$ cat config.mk
export PLATFORM = sky130hd
export DESIGN_NAME = usb_rx_status_mon
export DESIGN_NICKNAME = d
export VERILOG_FILES = /design/src/rtl/usb_rxmon_pkg.sv /design/src/rtl/usb_rxmon_run.sv /design/src/rtl/usb_rxmon_pkt.sv /design/src/rtl/usb_rx_status_mon.sv
export SDC_FILE = /design/constraint.sdc
export NUM_CORES = 1
export LEC_CHECK = 0
export BUFFER_PORTS_ARGS = -buffer_cell sky130_fd_sc_hd__buf_2
export CORE_MARGIN = 2
export CORE_UTILIZATION = 40
export DETAILED_ROUTE_END_ITERATION = 8
export GPL_ROUTABILITY_DRIVEN = 0
export PLACE_DENSITY = 0.68
export SLEW_MARGIN = 20
export SYNTH_ARGS = -nofsm -noshare
export SYNTH_HDL_FRONTEND = slang
export SYNTH_SLANG_ARGS = --single-unit
$ cat constraint.sdc
create_clock -name clk -period 3.6 [get_ports clk]
set_clock_uncertainty 0.1 [all_clocks]
set_input_delay 0.9 -clock clk [delete_from_list [all_inputs] [get_ports clk]]
set_output_delay 0.9 -clock clk [all_outputs]
set_load 0.05 [all_outputs]
$ cat src/rtl/usb_rxmon_pkg.sv
package usb_rxmon_pkg;

  typedef enum logic [1:0] {
    LS_SE0 = 2'b00,
    LS_J   = 2'b01,
    LS_K   = 2'b10,
    LS_SE1 = 2'b11
  } line_t;

  localparam int ST_TOK = 0;
  localparam int ST_DAT = 1;
  localparam int ST_HSK = 2;
  localparam int ST_EOP = 3;
  localparam int ST_RST = 4;
  localparam int ST_SE0 = 5;
  localparam int ST_RSM = 6;
  localparam int ST_WDT = 7;

  // one-hot packet class from a PID: {handshake, data, token}
  function automatic logic [2:0] pid_class(input logic [3:0] p);
    logic [2:0] c;
    casez (p)
      4'b??01: c = 3'b001;
      4'b??11: c = 3'b010;
      4'b??10: c = 3'b100;
      default: c = 3'b000;
    endcase
    return c;
  endfunction

endpackage

$ cat src/rtl/usb_rxmon_run.sv
// Counts consecutive cycles of a condition and pulses once when the
// LIM-th consecutive cycle is sampled.
module usb_rxmon_run #(
  parameter int LIM = 16
) (
  input  logic clk,
  input  logic rst,
  input  logic match,
  output logic hit
);
  localparam int CW = $clog2(LIM + 1);

  logic [CW-1:0] cnt;

  assign hit = match && (cnt == CW'(LIM - 1));

  always_ff @(posedge clk) begin
    if (rst || !match) begin
      cnt <= '0;
    end else if (cnt != CW'(LIM)) begin
      cnt <= cnt + 1'b1;
    end
  end
endmodule

$ cat src/rtl/usb_rxmon_pkt.sv
// Packet-in-flight flags, missing-EOP watchdog and receive interrupt.
module usb_rxmon_pkt
  import usb_rxmon_pkg::*;
#(
  parameter int WDT_CYC = 256
) (
  input  logic       clk,
  input  logic       rst,
  input  logic       pid_vld,
  input  logic [3:0] pid,
  input  logic       eop,
  input  logic       irq_en,
  output logic [2:0] flags,
  output logic       wdt_exp,
  output logic       irq
);
  localparam int CW = $clog2(WDT_CYC + 1);

  logic          active;
  logic [CW-1:0] wcnt;
  logic [2:0]    cls;

  assign cls     = pid_class(pid);
  assign wdt_exp = active && !pid_vld && !eop && (wcnt == CW'(WDT_CYC - 1));

  always_ff @(posedge clk) begin
    if (rst) begin
      flags  <= '0;
      active <= 1'b0;
      wcnt   <= '0;
      irq    <= 1'b0;
    end else begin
      irq <= eop && irq_en && (flags[ST_DAT] || flags[ST_HSK]);
      if (pid_vld) begin
        flags  <= cls;
        active <= |cls;
        wcnt   <= '0;
      end else if (eop) begin
        flags  <= '0;
        active <= 1'b0;
        wcnt   <= '0;
      end else if (wdt_exp) begin
        active <= 1'b0;
      end else if (active) begin
        wcnt <= wcnt + 1'b1;
      end
    end
  end
endmodule

$ cat src/rtl/usb_rx_status_mon.sv
module usb_rx_status_mon
  import usb_rxmon_pkg::*;
#(
  parameter int CLK_HZ     = 48_000_000,
  parameter int BIT_HZ     = 12_000_000,
  parameter int RST_MIN_NS = 3000,
  parameter int RSM_BITS   = 8,
  parameter int WDT_BITS   = 64,
  parameter int ADDR_W     = 6,
  parameter int WR_LIMIT   = 17
) (
  input  logic              clk,
  input  logic              rst,
  input  logic [1:0]        line_state,
  input  logic              pid_vld,
  input  logic [3:0]        pid,
  input  logic              eop,
  input  logic              wr_req,
  input  logic [ADDR_W-1:0] wr_addr,
  input  logic              sw_clr,
  input  logic [7:3]        sw_clr_mask,
  input  logic              ctl_rst_mode,
  input  logic              ctl_irq_en,
  input  logic              ctl_wr_mask,
  output logic [7:0]        status,
  output logic              rx_irq,
  output logic              buf_wr_en
);
  localparam int CYC_PER_BIT = CLK_HZ / BIT_HZ;
  localparam int SE0_MIN_CYC = (CLK_HZ / 1000) * RST_MIN_NS / 1_000_000;
  localparam int RSM_CYC     = RSM_BITS * CYC_PER_BIT;
  localparam int WDT_CYC     = WDT_BITS * CYC_PER_BIT;

  line_t ls, ls_q;
  assign ls = line_t'(line_state);

  logic se0_entry, j_to_se0, se1_entry;
  logic se0_long, k_long;
  logic wdt_exp;
  logic [2:0] pkt_flags;
  logic [7:3] ev_q, ev_set, ev_clr;
  logic rst_set;

  assign se0_entry = (ls == LS_SE0) && (ls_q != LS_SE0);
  assign j_to_se0  = (ls == LS_SE0) && (ls_q == LS_J);
  assign se1_entry = (ls == LS_SE1) && (ls_q != LS_SE1);
  assign rst_set   = ctl_rst_mode ? j_to_se0 : se0_long;

  usb_rxmon_run #(.LIM(SE0_MIN_CYC)) i_se0_run (
    .clk(clk), .rst(rst), .match(ls == LS_SE0), .hit(se0_long)
  );

  usb_rxmon_run #(.LIM(RSM_CYC)) i_k_run (
    .clk(clk), .rst(rst), .match(ls == LS_K), .hit(k_long)
  );

  usb_rxmon_pkt #(.WDT_CYC(WDT_CYC)) i_pkt (
    .clk(clk), .rst(rst), .pid_vld(pid_vld), .pid(pid), .eop(eop),
    .irq_en(ctl_irq_en), .flags(pkt_flags), .wdt_exp(wdt_exp), .irq(rx_irq)
  );

  assign ev_set[ST_EOP] = eop;
  assign ev_set[ST_RST] = rst_set;
  assign ev_set[ST_SE0] = se0_entry;
  assign ev_set[ST_RSM] = k_long;
  assign ev_set[ST_WDT] = wdt_exp || se1_entry;
  assign ev_clr         = sw_clr ? sw_clr_mask : '0;

  always_ff @(posedge clk) begin
    if (rst) begin
      ls_q      <= LS_J;
      ev_q      <= '0;
      buf_wr_en <= 1'b0;
    end else begin
      ls_q      <= ls;
      ev_q      <= (ev_q & ~ev_clr) | ev_set;
      buf_wr_en <= wr_req && !(ctl_wr_mask && (int'(wr_addr) > WR_LIMIT));
    end
  end

  assign status = {ev_q, pkt_flags};
endmodule

==> impl_table.tex <==
\begin{tabular}{lr}
\hline
Metric & Value \\
\hline
\multicolumn{2}{l}{\textbf{Run status}} \\
Result of the run & complete, no violations \\
\multicolumn{2}{l}{\textbf{Power and ir drop}} \\
Largest vdd supply drop & 253 uV \\
LEAKAGE & 0.744 nW \\
Power per Cell Area & 416 nW/um\^{}2 \\
Design Power & 0.000827 W \\
\multicolumn{2}{l}{\textbf{Drt}} \\
Drt via density & 5.33 \\
Total via count after detailed routing & 1503 \\
Detailed Route Iter0 Violations & 152 \\
Residual DRC & 0 \\
Total length of routed wires & 3270 um \\
First-pass detailed-route iteration total & 4 \\
Post-route antenna net violation count & 0 \\
Routed wirelength normalized by instance count & 11.6 um \\
\multicolumn{2}{l}{\textbf{Finish}} \\
Antenna Diode Count & 0 \\
End-of-flow core utilization & 49.4\% \\
Cell area after layout & 1990 um\^{}2 \\
Number of nets in the layout & 263 \\
Fraction of final layout cells sized beyond drive strength 1 & 19.0\% \\
Area added between synthesis and finish & 17.9\% \\
Fill cell total of the finished layout & 387 \\
\multicolumn{2}{l}{\textbf{Yosys}} \\
Fraction of post-synthesis cell area in the top cell type by area & 42.7\% \\
EDFF count, synth & 0 \\
Cell with the most instances after synthesis & sky130\_fd\_sc\_hd\_\_dfxtp\_1 \\
Post-Syn Area & 1690 um\^{}2 \\
Top post-synthesis cells by count & sky130\_fd\_sc\_hd\_\_dfxtp\_1, sky130\_fd\_sc\_hd\_\_a21oi\_1, sky130\_fd\_sc\_hd\_\_nand2\_1 \\
Top cells by area in the synthesized netlist & sky130\_fd\_sc\_hd\_\_dfxtp\_1, sky130\_fd\_sc\_hd\_\_a21oi\_1, sky130\_fd\_sc\_hd\_\_ha\_1 \\
Synthesis-stage register bit count & 36 \\
Prevailing post-synth register cell & sky130\_fd\_sc\_hd\_\_dfxtp\_1 \\
Number of distinct library cells after synthesis & 39 \\
Post-synth top area cell & sky130\_fd\_sc\_hd\_\_dfxtp\_1 \\
Average cell area after synthesis & 8.52 um\^{}2 \\
Mapped Nets & 230 \\
Ys Warns & 0 \\
Share of synthesized area occupied by flip-flops and latches & 42.7\% \\
Post-synthesis async set-or-reset flop share & 0\% \\
Post-Syn Instances & 198 \\
\multicolumn{2}{l}{\textbf{Clock tree}} \\
Skew-Pair Late Insertion Delay & 290 ps \\
CTS Buf Count & 5 \\
Clk root buf & sky130\_fd\_sc\_hd\_\_clkbuf\_8 \\
Post-cts gate resize count & 0 \\
Clock net sink count & 36 \\
Clk slew on worst S/H paths & 70 ps \\
Maximum clock insertion buffer count & 2 \\
Htree depth & 2 \\
TritonCTS clock tree & built \\
Number of setup buffers added after CTS & 0 \\
Cts-stage hold buffer count & 0 \\
\multicolumn{2}{l}{\textbf{Min path}} \\
Startpoint of the most critical hold path & ev\_q[5] \\
Worst hold stages & 2 \\
Endpoint of the worst hold path & ev\_q[5] \\
Type of the worst min-delay path & reg -> reg \\
\multicolumn{2}{l}{\textbf{Timing}} \\
Final Critical Period & 2110 ps \\
Part of the cycle the worst path needs & 58.5\% \\
Rel. slew slack & 48.6\% \\
Least-Margin Pin Slew & 768 ps \\
Total negative slack & 0 ps \\
Final Max Slew Viols & 0 \\
Unrepaired setup endpoints after global routing & no \\
Final hold violation count & 0 \\
Top achievable clock speed & 475 MHz \\
Min setup slack post-route & 1490 ps \\
Setup violators final & 0 \\
\multicolumn{2}{l}{\textbf{Critical path}} \\
Gate family responsible for the most delay along the worst path & simple AND/OR/NAND/NOR gates \\
Critical path arrival & 2190 ps \\
FF-to-FF End & i\_pkt.wcnt[3] \\
Worst reg2reg path depth & 7 \\
Slowest stage delay, CP & 650 ps \\
Critical-path cell list & ha\_1 -> nand3\_1 -> nor2\_1 -> ha\_1 -> nor3b\_2 -> nor3\_1 -> o21a\_1 \\
Crit end category & flip-flop \\
Most used cell, CP & sky130\_fd\_sc\_hd\_\_ha\_1 \\
Required time of the critical path & 3690 ps \\
Worst r2r src & i\_pkt.wcnt[0] \\
Critical path start-end classification & reg -> reg \\
Buffers and inverters on the worst path & 0 \\
Crit start category & flip-flop \\
Slack of the worst reg-to-reg path & 1490 ps \\
Cell with the biggest individual delay on the critical path & sky130\_fd\_sc\_hd\_\_nor3b\_2 \\
Largest fanout on the critical path & 16 \\
\multicolumn{2}{l}{\textbf{Die}} \\
Top-level port count & 36 \\
Die height & 69.0 um \\
FP Rows & 23 \\
Starting utilization of the core area & 41.9\% \\
Die X & 69.0 um \\
Floorplan die area & 4760 um\^{}2 \\
Total core area & 4030 um\^{}2 \\
\multicolumn{2}{l}{\textbf{GRT}} \\
Vias in the first global route & 1322 \\
Maximum number of pins on one net before global-route repair & 18 \\
Initial antenna violation count & 0 \\
Total grt overflow & 0 \\
Total Routing Usage GR & 16.3\% \\
Wire length of the first global-routing pass & 5750 um \\
\multicolumn{2}{l}{\textbf{Placement}} \\
Port-buffer cells & 32 \\
Place WS & 1320 ps \\
Placement-stage cell area & 1880 um\^{}2 \\
DP HPWL & 2410 um \\
\multicolumn{2}{l}{\textbf{Flow run}} \\
Max Cap Violations & 0 \\
\hline
\end{tabular}
## worst reg2reg max path, cell delays in order (launching register included)
cell and delay, ps:
sky130_fd_sc_hd__dfxtp_1 390, sky130_fd_sc_hd__ha_1 210, sky130_fd_sc_hd__nand3_1 90, sky130_fd_sc_hd__nor2_1 100, sky130_fd_sc_hd__ha_1 180, sky130_fd_sc_hd__nor3b_2 650, sky130_fd_sc_hd__nor3_1 110, sky130_fd_sc_hd__o21a_1 190
## final cells by class
type                       count  area, um^2  share of cell area [%]
clock inverter                 3        42.5                    2.14
clock buffer                   5        68.8                    3.46
timing repair buffer          32         160                    8.05
sequential                    36         721                    36.2
tap                           50        62.6                    3.14
inverter                      14        52.6                    2.64
multi-input combinational    142         882                    44.3
## worst max path at each step
stage / from / endpoint / cells past startpoint
2_1_floorplan: eop / i_pkt.wcnt[3] / 5
3_3_place_gp: pid_vld / i_pkt.wcnt[3] / 4
3_5_place_dp: pid_vld / i_pkt.wcnt[3] / 4
4_1_cts: i_pkt.wcnt[0] / i_pkt.wcnt[3] / 7
5_1_grt: i_pkt.wcnt[0] / i_pkt.wcnt[0] / 7
6_report: i_pkt.wcnt[0] / i_pkt.wcnt[3] / 7
## cells in the final DEF, fill, tap and decap left out, types with 2 or more instances in the layout
cell type,n
sky130_fd_sc_hd__nor3b_1,4
sky130_fd_sc_hd__nand3b_1,2
sky130_fd_sc_hd__o21ai_0,12
sky130_fd_sc_hd__or4_1,6
sky130_fd_sc_hd__nand3_1,14
sky130_fd_sc_hd__or3_1,7
sky130_fd_sc_hd__clkbuf_8,5
sky130_fd_sc_hd__nor2_1,13
sky130_fd_sc_hd__xor2_1,3
sky130_fd_sc_hd__a21oi_1,19
sky130_fd_sc_hd__ha_1,6
sky130_fd_sc_hd__nand2_1,15
sky130_fd_sc_hd__o31ai_1,5
sky130_fd_sc_hd__a311oi_1,2
sky130_fd_sc_hd__dfxtp_1,36
sky130_fd_sc_hd__buf_2,32
sky130_fd_sc_hd__a31oi_1,4
sky130_fd_sc_hd__nor3_1,8
sky130_fd_sc_hd__xnor2_1,3
sky130_fd_sc_hd__nand4_2,2
sky130_fd_sc_hd__o21a_1,2
sky130_fd_sc_hd__inv_1,14
## per-stage QoR
| step | hold WS (ps) | instances |
|---|---|---|
| 2_1_floorplan | 352 | 198 |
| 3_3_place_gp | 364 | 274 |
| 3_5_place_dp | 366 | 274 |
| 4_1_cts | 381 | 282 |
| 5_1_grt | 416 | 282 |
| 6_report | 378 | 282 |
## report_power, final
group | leakage, nW | internal [W] | switching, W
logic | 0.397 | 0.0000229 | 0.0000419
clock network | 0.0541 | 0.000205 | 0.000145
registers | 0.292 | 0.000406 | 0.00000645
total | 0.744 | 0.000634 | 0.000194
## flip-flops by register name, indices dropped and copies added (netlist names)
name and cells:
buf_wr_en 1, ev_q 5, i_k_run.cnt 6, i_pkt.active 1, i_pkt.flags 3, i_pkt.irq 1
i_pkt.wcnt 9, i_se0_run.cnt 8, ls_q 2
## cell families (layout without fill, tap and decap cells)
| family | count (synthesis) | count (layout) | share of synthesized area [%] |
|---|---|---|---|
| AND/OR/NAND/NOR | 83 | 83 | 28.3 |
| AO/OA/AOI/OAI | 47 | 47 | 16.4 |
| flip-flops | 36 | 36 | 42.7 |
| buffers and inverters | 20 | 54 | 5.04 |
| adder cells (fa/ha/maj) | 6 | 6 | 4.45 |
| XOR/XNOR | 6 | 6 | 3.11 |
## per-layer routing
layer  GRT usage [%]  vias up  wire length, um
met5               0        -                0
met1            21.1      666             1640
li1                -      785                -
met4            7.60        0               62
met2            24.6       45             1320
met3            5.19        7              247
Power figures use the tool's default switching activity.
